--- config.mk ---
export PLATFORM = sky130hd
export DESIGN_NAME = ep_cmd_top
export DESIGN_NICKNAME = d
export VERILOG_FILES = /design/src/rtl/ep_cmd_pkg.sv /design/src/rtl/ep_cmd_ctrl.sv /design/src/rtl/ep_cmd_dp.sv /design/src/rtl/ep_cmd_top.sv
export SDC_FILE = /design/constraint.sdc
export NUM_CORES = 1
export LEC_CHECK = 0
export ABC_AREA = 1
export BUFFER_PORTS_ARGS = -buffer_cell sky130_fd_sc_hd__buf_4
export CORE_MARGIN = 5
export CORE_UTILIZATION = 50
export CTS_BUF_LIST = sky130_fd_sc_hd__clkbuf_4
export DETAILED_ROUTE_END_ITERATION = 8
export PLACE_DENSITY_LB_ADDON = 0.1
export REMOVE_ABC_BUFFERS = 1
export SYNTH_ARGS = -nofsm -noshare
export SYNTH_HDL_FRONTEND = slang
export SYNTH_HIERARCHICAL = 1
export SYNTH_SLANG_ARGS = --single-unit
--- constraint.sdc ---
create_clock -name clk -period 1.5 [get_ports clk]
set_input_delay 0.225 -clock clk [delete_from_list [all_inputs] [get_ports clk]]
set_output_delay 0.225 -clock clk [all_outputs]
set_load 0.02 [all_outputs]
--- src/rtl/ep_cmd_pkg.sv ---
package ep_cmd_pkg;

  typedef enum logic [2:0] {
    OP_SELECT   = 3'd0,
    OP_STATUS   = 3'd1,
    OP_RDBUF    = 3'd2,
    OP_WRBUF    = 3'd3,
    OP_CLEAR    = 3'd4,
    OP_VALIDATE = 3'd5,
    OP_ACKSETUP = 3'd6,
    OP_STALL    = 3'd7
  } cmdOp_e;

  // Strobes from control to datapath, all qualified for the selected endpoint
  typedef struct packed {
    logic clr;
    logic val;
    logic stat;
    logic ack;
    logic stallWr;
    logic stallVal;
  } cmdStrobe_t;

  typedef struct packed {
    logic stalled;
    logic setupSeen;
    logic full;
  } epStatus_t;

endpackage

--- src/rtl/ep_cmd_ctrl.sv ---
module ep_cmd_ctrl
  import ep_cmd_pkg::*;
#(
  parameter int NUM_EP = 4,
  parameter int EP_W   = $clog2(NUM_EP)
) (
  input  logic            clk,
  input  logic            rstN,
  input  logic            cmdValid,
  input  logic [2:0]      cmdOp,
  input  logic [EP_W-1:0] cmdArg,
  input  logic            setupArrive,
  output cmdStrobe_t      strobe,
  output logic [EP_W-1:0] selEp,
  output logic            setupLock,
  output logic            cmdReject,
  output logic            memRd,
  output logic            memWr
);

  localparam logic [EP_W-1:0] CTRL_LAST = EP_W'(1);

  cmdOp_e opCode;
  logic   isCtrlSel;
  logic   isGuarded;
  logic   blocked;
  logic   lockNext;

  assign opCode    = cmdOp_e'(cmdOp);
  assign isCtrlSel = (selEp <= CTRL_LAST);
  assign isGuarded = (opCode == OP_CLEAR) || (opCode == OP_VALIDATE);
  assign blocked   = setupLock && isCtrlSel && isGuarded;

  always_comb begin
    strobe          = '0;
    strobe.stallVal = cmdArg[0];
    if (cmdValid) begin
      unique case (opCode)
        OP_CLEAR:    strobe.clr     = !blocked;
        OP_VALIDATE: strobe.val     = !blocked;
        OP_STATUS:   strobe.stat    = 1'b1;
        OP_ACKSETUP: strobe.ack     = 1'b1;
        OP_STALL:    strobe.stallWr = 1'b1;
        default:     ;
      endcase
    end
  end

  // A SETUP arriving in the same cycle as the acknowledge keeps the lock on
  always_comb begin
    lockNext = setupLock;
    if (strobe.ack) lockNext = 1'b0;
    if (setupArrive) lockNext = 1'b1;
  end

  always_ff @(posedge clk) begin
    if (!rstN) begin
      selEp     <= '0;
      setupLock <= 1'b0;
      cmdReject <= 1'b0;
      memRd     <= 1'b0;
      memWr     <= 1'b0;
    end else begin
      setupLock <= lockNext;
      cmdReject <= cmdValid && blocked;
      memRd     <= cmdValid && (opCode == OP_RDBUF);
      memWr     <= cmdValid && (opCode == OP_WRBUF);
      if (cmdValid && (opCode == OP_SELECT)) selEp <= cmdArg;
    end
  end

endmodule

--- src/rtl/ep_cmd_dp.sv ---
module ep_cmd_dp
  import ep_cmd_pkg::*;
#(
  parameter int NUM_EP = 4,
  parameter int EP_W   = $clog2(NUM_EP)
) (
  input  logic              clk,
  input  logic              rstN,
  input  cmdStrobe_t        strobe,
  input  logic [EP_W-1:0]   selEp,
  input  logic              setupArrive,
  input  logic              rxValid,
  input  logic [EP_W-1:0]   rxEp,
  input  logic              txDone,
  input  logic [EP_W-1:0]   txEp,
  output logic [NUM_EP-1:0] epFull,
  output logic [NUM_EP-1:0] epIrq,
  output logic              rxNak,
  output logic              statValid,
  output epStatus_t         statData
);

  logic [NUM_EP-1:0] stallV;
  logic [NUM_EP-1:0] setupV;
  logic [NUM_EP-1:0] nakVec;

  for (genvar i = 0; i < NUM_EP; i++) begin : g_ep
    localparam logic [EP_W-1:0] IDX     = EP_W'(i);
    localparam bit              IS_IN   = (i % 2) == 1;
    localparam bit              IS_FLUSH = (i == 1);

    logic selThis, rxHit, setupHit, accept, txHit, flush, clrHit, valHit;
    logic fullNext, irqNext;

    assign selThis  = (selEp == IDX);
    assign rxHit    = rxValid && (rxEp == IDX) && !IS_IN;
    assign setupHit = (i == 0) && setupArrive;
    assign accept   = rxHit && (setupHit || !epFull[i]);
    assign nakVec[i] = rxHit && !setupHit && epFull[i];
    assign txHit    = txDone && (txEp == IDX) && IS_IN && epFull[i];
    assign flush    = IS_FLUSH && setupArrive;
    assign clrHit   = strobe.clr && selThis;
    assign valHit   = strobe.val && selThis && IS_IN;

    // Priority: accepted packet, then emptying events, then validate
    always_comb begin
      fullNext = epFull[i];
      if (accept)                         fullNext = 1'b1;
      else if (flush || txHit || clrHit)  fullNext = 1'b0;
      else if (valHit)                    fullNext = 1'b1;
    end

    // Set wins over the status-read clear
    assign irqNext = (accept || txHit) || (epIrq[i] && !(strobe.stat && selThis));

    always_ff @(posedge clk) begin
      if (!rstN) begin
        epFull[i] <= 1'b0;
        epIrq[i]  <= 1'b0;
        stallV[i] <= 1'b0;
      end else begin
        epFull[i] <= fullNext;
        epIrq[i]  <= irqNext;
        if (strobe.stallWr && selThis) stallV[i] <= strobe.stallVal;
      end
    end

    if (i == 0) begin : g_setup
      always_ff @(posedge clk) begin
        if (!rstN)          setupV[i] <= 1'b0;
        else if (setupHit)  setupV[i] <= 1'b1;
        else if (strobe.ack) setupV[i] <= 1'b0;
      end
    end else begin : g_nosetup
      assign setupV[i] = 1'b0;
    end
  end

  always_ff @(posedge clk) begin
    if (!rstN) begin
      rxNak     <= 1'b0;
      statValid <= 1'b0;
      statData  <= '0;
    end else begin
      rxNak     <= |nakVec;
      statValid <= strobe.stat;
      if (strobe.stat) begin
        statData.stalled   <= stallV[selEp];
        statData.setupSeen <= setupV[selEp];
        statData.full      <= epFull[selEp];
      end
    end
  end

endmodule

--- src/rtl/ep_cmd_top.sv ---
module ep_cmd_top
  import ep_cmd_pkg::*;
#(
  parameter int NUM_EP = 4,
  parameter int EP_W   = $clog2(NUM_EP)
) (
  input  logic              clk,
  input  logic              rstN,
  input  logic              cmdValid,
  input  logic [2:0]        cmdOp,
  input  logic [EP_W-1:0]   cmdArg,
  input  logic              rxValid,
  input  logic [EP_W-1:0]   rxEp,
  input  logic              rxSetup,
  input  logic              txDone,
  input  logic [EP_W-1:0]   txEp,
  output logic              statValid,
  output logic [2:0]        statData,
  output logic              cmdReject,
  output logic              memRd,
  output logic              memWr,
  output logic [EP_W-1:0]   memEp,
  output logic              setupLock,
  output logic [NUM_EP-1:0] epFull,
  output logic [NUM_EP-1:0] epIrq,
  output logic              rxNak
);

  cmdStrobe_t strobe;
  epStatus_t  statWord;
  logic       setupArrive;

  assign setupArrive = rxValid && rxSetup && (rxEp == '0);
  assign statData    = statWord;

  ep_cmd_ctrl #(.NUM_EP(NUM_EP), .EP_W(EP_W)) u_ctrl (
    .clk(clk), .rstN(rstN), .cmdValid(cmdValid), .cmdOp(cmdOp), .cmdArg(cmdArg),
    .setupArrive(setupArrive), .strobe(strobe), .selEp(memEp), .setupLock(setupLock),
    .cmdReject(cmdReject), .memRd(memRd), .memWr(memWr)
  );

  ep_cmd_dp #(.NUM_EP(NUM_EP), .EP_W(EP_W)) u_dp (
    .clk(clk), .rstN(rstN), .strobe(strobe), .selEp(memEp), .setupArrive(setupArrive),
    .rxValid(rxValid), .rxEp(rxEp), .txDone(txDone), .txEp(txEp),
    .epFull(epFull), .epIrq(epIrq), .rxNak(rxNak), .statValid(statValid),
    .statData(statWord)
  );

endmodule

-- After elaboration in Yosys (flattened, before gate mapping)
Cells that the tools add are included.
- register bits: 23
- latch bits: 0
- RAM bits: 0
- bits in read-only memories: 0
- input bits: 15
- output and inout port bits: 19
- logic and storage cells: 119
- memories: 0
- add/subtract/negate cells: 0
- $mul: 0
- div/mod/pow operators: 0
- magnitude comparators: 2
- equality and inequality tests: 13
- shifts and indexed selects: 0
- multiplexer cells: 18
- bitwise gates (word level): 1
- reduce and logical (&&, ||, !) cells: 63
- operator list (cell ; count):
    $logic_and 1x1->1 ; 37
    $mux 1 ; 14
    $eq 3x3->1 const B ; 4
    $logic_or 1x1->1 ; 9
    $eq 2x2->1 const B ; 4
    $logic_not 1->1 ; 8
    $bmux 1 s2 ; 3
    $eq 3x2->1 const B ; 2
    $reduce_bool 2->1 ; 3
    $reduce_or 2->1 ; 3
    $mux 5 ; 1
    $eq 2x1->1 const B ; 2
    $logic_not 2->1 ; 2
    $eq 3x1->1 const B ; 1
    $logic_not 3->1 ; 1
    $lt 2x3->1 const B ; 1
    $le 2x1->1 const B ; 1
    $not 1->1 ; 1

-- Depth between registers and ports, before layout
Gate-level depths: netlist of the first run.
- depth in word-level cells: 10
- mapped depth: 8
- mapped depth without buffers: 8

-- Hierarchy
The synthesis of the first run kept the hierarchy.
- by module, submodules not included (module ; times used ; cells each ; area an instance (µm²) ; seq. area each (µm²)):
    ep_cmd_dp ; 1 ; 117 ; 785.8 ; 360.3
    ep_cmd_ctrl ; 1 ; 45 ; 290.3 ; 120.1
    ep_cmd_top ; 1 ; 5 ; 21.3 ; 0.0

-- Least setup slack after synthesis of the first run
Ideal clock, no wire load.
- path type: register to register
- from: reg u_ctrl.selEp[1]
- to: reg u_dp.epFull[0]
- arrival time: 1.139 ns
- data required time: 1.368 ns
- setup slack: 0.229 ns
- cell stages (with the launch flop): 8
- path buffers: 0
- clock period less this slack: 1.271 ns
- cell sequence: dfxtp_1 nor2_1 nand3_1 nand2_1 nor2_1 nand2_1 nand2_1 a21oi_1
- RTL lines (what ; line ; source):
    start, declared ; ep_cmd_ctrl.sv:14 ; output logic [EP_W-1:0] selEp,
    start signal, assigned ; ep_cmd_ctrl.sv:68 ; if (cmdValid && (opCode == OP_SELECT)) selEp <= cmdArg;
    end signal, assigned by index ; ep_cmd_dp.sv:62 ; epFull[i] <= fullNext;
    end, declared ; ep_cmd_dp.sv:16 ; output logic [NUM_EP-1:0] epFull,

-- Final worst setup path of the first run
- from: reg u_ctrl.selEp[0]
- to: out memEp[0]
- RTL lines (what ; line ; source):
    end, declared ; ep_cmd_top.sv:22 ; output logic [EP_W-1:0] memEp,
No word-level cell between the ends.

==> results by group, run 1 <==
Critical path
  – Crit path max-delay family: flip-flops
  – CP Max Fanout: 10
  – CP peak stage delay: approximately 0.56 ns
  – Buf+Inv Stages, Crit Path: 1
  – CP Class: reg2out
  – Critical-path cell list: buf_4
  – CP Capture Type: primary output
  – Worst path required time: between 1 and 1.5 ns
  – Startpoint types: flop
  – Crit path DAT: 1.08 ns
  – Critical path's slowest cell: dfxtp_1

Die
  – Row count: 17
  – Core Region: 2150 um2
  – Ports: 34
  – Die H: roughly 57 um
  – DIE AREA: around 3200 um2
  – Initial Util: about half
  – Die Wd: between 50 and 60 um

Cells and area
  – Antenna Cells: 0
  – Final cell count without fillers: 230
  – Layout Area Growth over Synthesis: 30.1%
  – NumNets Final: roughly 220
  – Share of cells above drive strength 1: 24.8%

Global route
  – Initial antenna violation count: 0
  – Remaining global-route overflow: 0
  – Largest net degree at the start of global routing: 15
  – Total GRT Usage: ~17%
  – Number of global-route vias before repair: between 1,000 and 1,500
  – First-pass GRT wire length: approximately 4.4 mm

CTS
  – Post-CTS Hold Buffers: 0
  – Clk_lat worst skew: roughly 0.31 ns
  – Post-CTS Resized: 0
  – Clk slew on worst S/H paths: about 0.14 ns
  – CTS Sinks: 24
  – H-tree Lvls: 1
  – Postcts setup bufs: 0
  – Max clock buf depth: 2
  – CTS tree: done
  – CTS Buf Count: 3
  – Root Buffer: clkbuf_4

Detailed routing
  – Iter 0 DRT Violations: 30
  – ANT nets after route: 0
  – DRC viols: 0
  – Post-Route WL: around 2.6 mm
  – DR WL/cell: ~11 um
  – DR vias/cell: ~5
  – Drt pass-1 iters: 4
  – Routed via count: 1,140

Yosys
  – YS warnings: 6
  – Ys async rst share: 0%
  – Main flop type after synthesis: dfxtp_1
  – Yosys top cell by area: dfxtp_1
  – Seq/Total Area, Yosys: between 40% and 50%
  – Register bit count reported by yosys: 24
  – Synth area leaders: dfxtp_1, nand2_1, nor2_1
  – Synth top cells by count: nand2_1, dfxtp_1, nor2_1, inv_1, nand3_1
  – Mapped Area: ~1100 um2
  – Syn avg cell area: between 6 and 7 um2
  – Count leader, synth: nand2_1
  – EDFF count, synth: 0
  – Synth unique cells: 16
  – Top cell type's share of synthesized area: between 40% and 50%
  – Synth Instances: roughly 170

STA
  – Unrepaired setup endpoints after global routing: false
  – Worst-Margin Slew: roughly 0.35 ns
  – Setup violations, final: 0
  – Clock skew: between 0.0015 and 0.002 ns
  – Slew Limit Fails: 0
  – Final period util: a little under 90%
  – Slew HR: approximately three quarters
  – Worst hold slack: 0.0950 ns
  – Period minus WS final: 1.31 ns
  – Final setup TNS: 0 ns
  – F_max: 765 MHz
  – Count of final hold-check violations: 0

Power and ir drop
  – PD cells: between 900 and 1000 nW/um2
  – Max IR drop VDD: a little over 700 uV
  – P_leak: 0.655 nW

Placed design
  – # port buffers: 33
  – DP Wirelength: around 2 mm
  – GPL Wtd Cong: roughly 0.86
  – Cells after DPL: 226

Run status
  – Status: finished, final reports clean

Flow run
  – MaxCap Viol Count: 0

Min path
  – Worst Hold Class: in2reg
-- state kept, by name (all words and copies together) (netlist names) --
| signal | flops |
|---|---|
| u_dp/setupV | 1 |
| u_dp/epFull | 4 |
| u_ctrl/selEp | 2 |
| u_ctrl/memWr | 1 |
| u_dp/statValid | 1 |
| u_dp/rxNak | 1 |
| u_dp/statData | 3 |
| u_ctrl/memRd | 1 |
| u_ctrl/cmdReject | 1 |
| u_dp/stallV | 4 |
| u_ctrl/setupLock | 1 |
| u_dp/epIrq | 4 |
-- logic make-up after synthesis --
group	share of synthesized area (%)
DFF	43.8
AOI/OAI and AO/OA	8.67
and+or+nand+nor	37.5
buffers and inverters	10.0
-- cell usage in the layout, fill, tap and decap left out --
cell / count
nor3_1: 4
nand3b_1: 2
nand2_1: 43
nor2_1: 24
nand3_1: 15
o21ai_0: 3
buf_4: 35
clkbuf_4: 3
inv_1: 19
o21ai_1: 4
nand4_1: 2
a21oi_1: 12
inv_2: 5
nor2_2: 6
dfxtp_1: 24
bufinv_16: 1
-- metal layers --
layer / wire length (um) / GRT usage [%] / part of all wire (%) / vias up
met1: 1150 / 20.9 / 44 / 502
met4: 30 / 5.96 / 1.1 / 0
met3: 150 / 3.22 / 5.7 / 4
met2: 1300 / 28.4 / 49 / 39
met5: 0 / 0 / 0 / -
li1: - / - / - / 595
-- power breakdown --
group / internal (mW) / total (mW) / switching, mW
logic: 0.0644 / 0.154 / 0.0896
registers: 0.651 / 0.663 / 0.0116
clock network: 0.270 / 0.471 / 0.201
total: 0.986 / 1.29 / 0.302
-- worst register-to-register path: cells and delay by family, from the launching register on --
family | cells | cell delay, ns
flops | 1 | 0.56
simple gates | 3 | 0.51
-- through the flow --
stage | worst slack, ns | total power [mW] | utilization (%) | cell area, um2
3_3_place_gp | 0.334 | 0.826 | 64.0 | 1380
6_report | 0.193 | 1.29 | 66.5 | 1430
5_1_grt | 0.119 | 1.35 | 66.5 | 1430
2_1_floorplan | 0.241 | 0.751 | - | 1080
4_1_cts | 0.188 | 1.29 | 66.5 | 1430
3_5_place_dp | 0.302 | 0.830 | 64.0 | 1380
-- path summary, 6_finish.rpt --
path	start	to	slack [ns]	cells after the start
setup reg to reg	u_ctrl/selEp[0]	u_dp/stallV[3]	0.34	3
hold / removal	cmdOp[0]	u_ctrl/memRd	0.09	2
setup / recovery	u_ctrl/selEp[0]	memEp[0]	0.19	1
hold reg to reg	u_dp/stallV[2]	u_dp/stallV[2]	0.48	2
-- cell type report --
class	instances	area [um2]
fillers	199	721
multi-input cells	115	507
flip-flops and latches	24	480
repair buffers	35	263
inverters	24	90.1
well taps	28	35.0
clock inverters	1	30.0
clock buffers	3	22.5
(Power assumes the default switching activity.)
==> run 2, diff against run 1 <==
--- a/config.mk
+++ b/config.mk
@@ -5,7 +5,6 @@
 export SDC_FILE = /design/constraint.sdc
 export NUM_CORES = 1
 export LEC_CHECK = 0
-export ABC_AREA = 1
 export BUFFER_PORTS_ARGS = -buffer_cell sky130_fd_sc_hd__buf_4
 export CORE_MARGIN = 5
 export CORE_UTILIZATION = 50
==> constraint.sdc (replaced) <==
create_clock -name clk -period 1.6 [get_ports clk]
set_input_delay 0.24 -clock clk [delete_from_list [all_inputs] [get_ports clk]]
set_output_delay 0.24 -clock clk [all_outputs]
set_load 0.02 [all_outputs]
==> run 2 against run 1 <==
  * Routed wire length is 0.53% lower
  * Utilization is 0.12 points lower
  * Power down 21%
  * Critical path type is now reg2reg
  * Largest cell class unchanged
  * Highest routed layer unchanged
==> results by group, run 2 <==
Run status
  – Status: finished, final reports clean

CTS
  – CTS tree: done
  – Post-CTS Hold Buffers: 0 (unchanged)
  – H-tree Lvls: 1 (unchanged)
  – Clk slew on worst S/H paths: 0.12 ns (-0.02 ns)
  – CTS Buf Count: 3 (unchanged)
  – CTS Sinks: 24 (unchanged)
  – Clk_lat worst skew: 0.31 ns (about the same)
  – Max clock buf depth: 2 (unchanged)
  – Root Buffer: clkbuf_4

Placed design
  – DP Wirelength: 1.89 mm (-8.0%)
  – # port buffers: 33 (unchanged)
  – GPL Wtd Cong: 0.729 (-16%)

Power and ir drop
  – P_leak: 0.602 nW (-8.1%)
  – PD cells: 710 nW/um2 (-21%)
  – Final total power: 1.01 mW (-21%)
  – Max IR drop VDD: 385 uV (-47%)

Die
  – Die Wd: 56.9 um (about the same)
  – Row count: 17 (unchanged)
  – DIE AREA: 3230 um2 (+0.11%)
  – Core Region: 2150 um2 (unchanged)
  – Ports: 34 (unchanged)
  – Die H: 56.9 um (about the same)
  – Initial Util: 51.1% (+0.058 points)

Detailed routing
  – Post-Route WL: 2.61 mm (-0.53%)
  – ANT nets after route: 0 (unchanged)
  – DR vias/cell: 5.46 (+10%)
  – Drt pass-1 iters: 5 (+1)
  – Routed via count: 961 (-16%)
  – DRC viols: 0 (unchanged)
  – Iter 0 DRT Violations: 8 (-73%)
  – DR WL/cell: 14.8 um (+30%)

Yosys
  – Seq/Total Area, Yosys: 43.7% (-0.050 points)
  – YS warnings: 6 (unchanged)
  – Count leader, synth: dfxtp_1
  – Synth area leaders: dfxtp_1, mux2i_1, a21boi_0
  – Main flop type after synthesis: dfxtp_1
  – Top cell type's share of synthesized area: 43.7% (-0.050 points)
  – Synth top cells by count: dfxtp_1, nand2_1, a21boi_0
  – Mapped Area: 1100 um2 (+0.11%)
  – Register bit count reported by yosys: 24 (unchanged)
  – EDFF count, synth: 0 (unchanged)
  – Syn avg cell area: 9.81 um2 (+49%)
  – Synth Instances: 112 (-33%)
  – Ys async rst share: 0% (unchanged)
  – Synth unique cells: 29 (+13)
  – Yosys top cell by area: dfxtp_1

Global route
  – Remaining global-route overflow: 0 (unchanged)
  – Initial antenna violation count: 0 (unchanged)
  – Largest net degree at the start of global routing: 27 (+12)
  – Total GRT Usage: 16.8% (+0.040 points)
  – First-pass GRT wire length: 4.28 mm (-2.2%)
  – Number of global-route vias before repair: 965 (-8.6%)

Critical path
  – Reg-to-reg endpoint: u_dp/epFull[2]
  – Worst R2R Path Depth: 5 (+2)
  – CP Max Fanout: 6 (-4)
  – Worst R2R Setup Slack: 0.11 ns (-0.23 ns)
  – Crit path DAT: 1.71 ns (+0.63 ns)
  – CP Capture Type: flop
  – Worst path required time: 1.82 ns (+0.55 ns)
  – Startpoint types: flop
  – RR Startpoint: u_ctrl/selEp[1]
  – CP Class: reg2reg

Flow run
  – MaxCap Viol Count: 0 (unchanged)

Cells and area
  – Commonest non-fill, non-tap cell in the layout: buf_4
  – Antenna Cells: 0 (unchanged)
  – Share of cells above drive strength 1: 31.1% (+6.3 points)
  – NumNets Final: 165 (-24%)
  – Layout Area Growth over Synthesis: 29.7%
  – Commonest non-fill, non-tap cells in the layout: buf_4, dfxtp_1, nand2_1
  – Regs by FF count: u_dp/epFull: 4 flops, u_dp/epIrq: 4 flops, u_dp/stallV: 4 flops
  – Layout Utilization: 66.3% (-0.12 points)

Min path
  – Worst Hold Class: in2reg
  – Hold EP: u_dp/rxNak
  – Hold_sp: rxEp[0]
  – WHS Path Cells: 2 (unchanged)

STA
  – Unrepaired setup endpoints after global routing: false
  – Clock skew: 0.000808 ns (-0.000810 ns)
  – Period minus WS final: roughly 1.5 ns
  – Slew Limit Fails: 0 (unchanged)
  – Worst-Margin Slew: 0.394 ns (+0.0408 ns)
  – Slew HR: 73.3% (-3.1 points)
  – F_max: 673 MHz
  – Count of final hold-check violations: 0 (unchanged)
  – Final setup TNS: 0 ns (unchanged)
  – Setup violations, final: 0 (unchanged)
  – Final period util: roughly 93%
run 2: cell types whose count changed after synthesis, moves of 6 or more:
cell      change
nor2_1       -19
a21boi_0      +9
nand2_1      -32
nor2b_1       +7
inv_1        -18
nand3_1      -10
o21a_1        +7
nor2_2        -6
a21oi_1      -12
mux2i_1       +7
run 2: worst max-delay path by stage:
stage / startpoint / end / slack [ns] / cells past startpoint
floorplan: u_ctrl/selEp[1] / u_dp/statData[2] / 0.06 / 3
global placement: u_ctrl/selEp[1] / u_dp/epFull[2] / 0.18 / 5
detailed placement: u_ctrl/selEp[1] / u_dp/epFull[0] / 0.12 / 5
CTS: u_ctrl/selEp[1] / u_dp/epFull[0] / 0.02 / 5
global route: u_ctrl/selEp[1] / u_dp/epFull[2] / 0.02 / 5
finish: u_ctrl/selEp[1] / u_dp/epFull[2] / 0.11 / 5
run 2: area by class of cell:
cell class	instances	area (um2)
timing repair buffer	39	293
tap	28	35.0
clock buffer	3	22.5
sequential	24	480
multi-input combinational	81	591
fill	187	723
inverter	1	3.75
run 2: per-stage QoR:
| step | cells | area [um2] | hold WS, ns | worst slack [ns] |
|---|---|---|---|---|
| final | 176 | 1430 | 0.110 | 0.113 |
| after global routing | 176 | 1430 | 0.0891 | 0.0235 |
| after CTS | 176 | 1420 | 0.0931 | 0.0218 |
| after detailed placement | 173 | 1400 | 0.443 | 0.119 |
| after global placement | 173 | 1400 | 0.434 | 0.178 |
| after floorplan | 106 | 1070 | 0.316 | 0.0639 |
run 2: kinds of logic after synthesis:
logic type	after synthesis	share of synthesized area [%]
AO/OA/AOI/OAI	19	12.5
buffers and inverters	7	2.96
flip-flops	24	43.7
multiplexers	9	10.8
AND/OR/NAND/NOR	53	30.0
run 2: power breakdown:
| part | total, mW | internal [mW] | leakage, nW | switching (mW) |
|---|---|---|---|---|
| sequential | 0.617 | 0.608 | 0.194 | 0.00861 |
| combinational | 0.134 | 0.0671 | 0.394 | 0.0667 |
| clock | 0.261 | 0.0880 | 0.0138 | 0.173 |
run 2: critical path, cell delays in order (launching register included):
cell      delay, ns
dfxtp_1        0.47
buf_4          0.17
nor2b_1        0.06
nor3_2         0.34
a21boi_0       0.16
o21a_1         0.19
run 2: layer usage:
metal  vias up  track usage (%)  wire length (um)
li1        480                -                 -
met1       446             18.7              1040
met2        31             30.9              1400
met3         4             2.99               130
met4         0             6.95                39
met5         -                0                 0
run 2: timing repair:
action,4_1_cts,5_1_grt
setup buffers,0,0
setup endpoints to repair,0,4
gates resized for setup,0,1
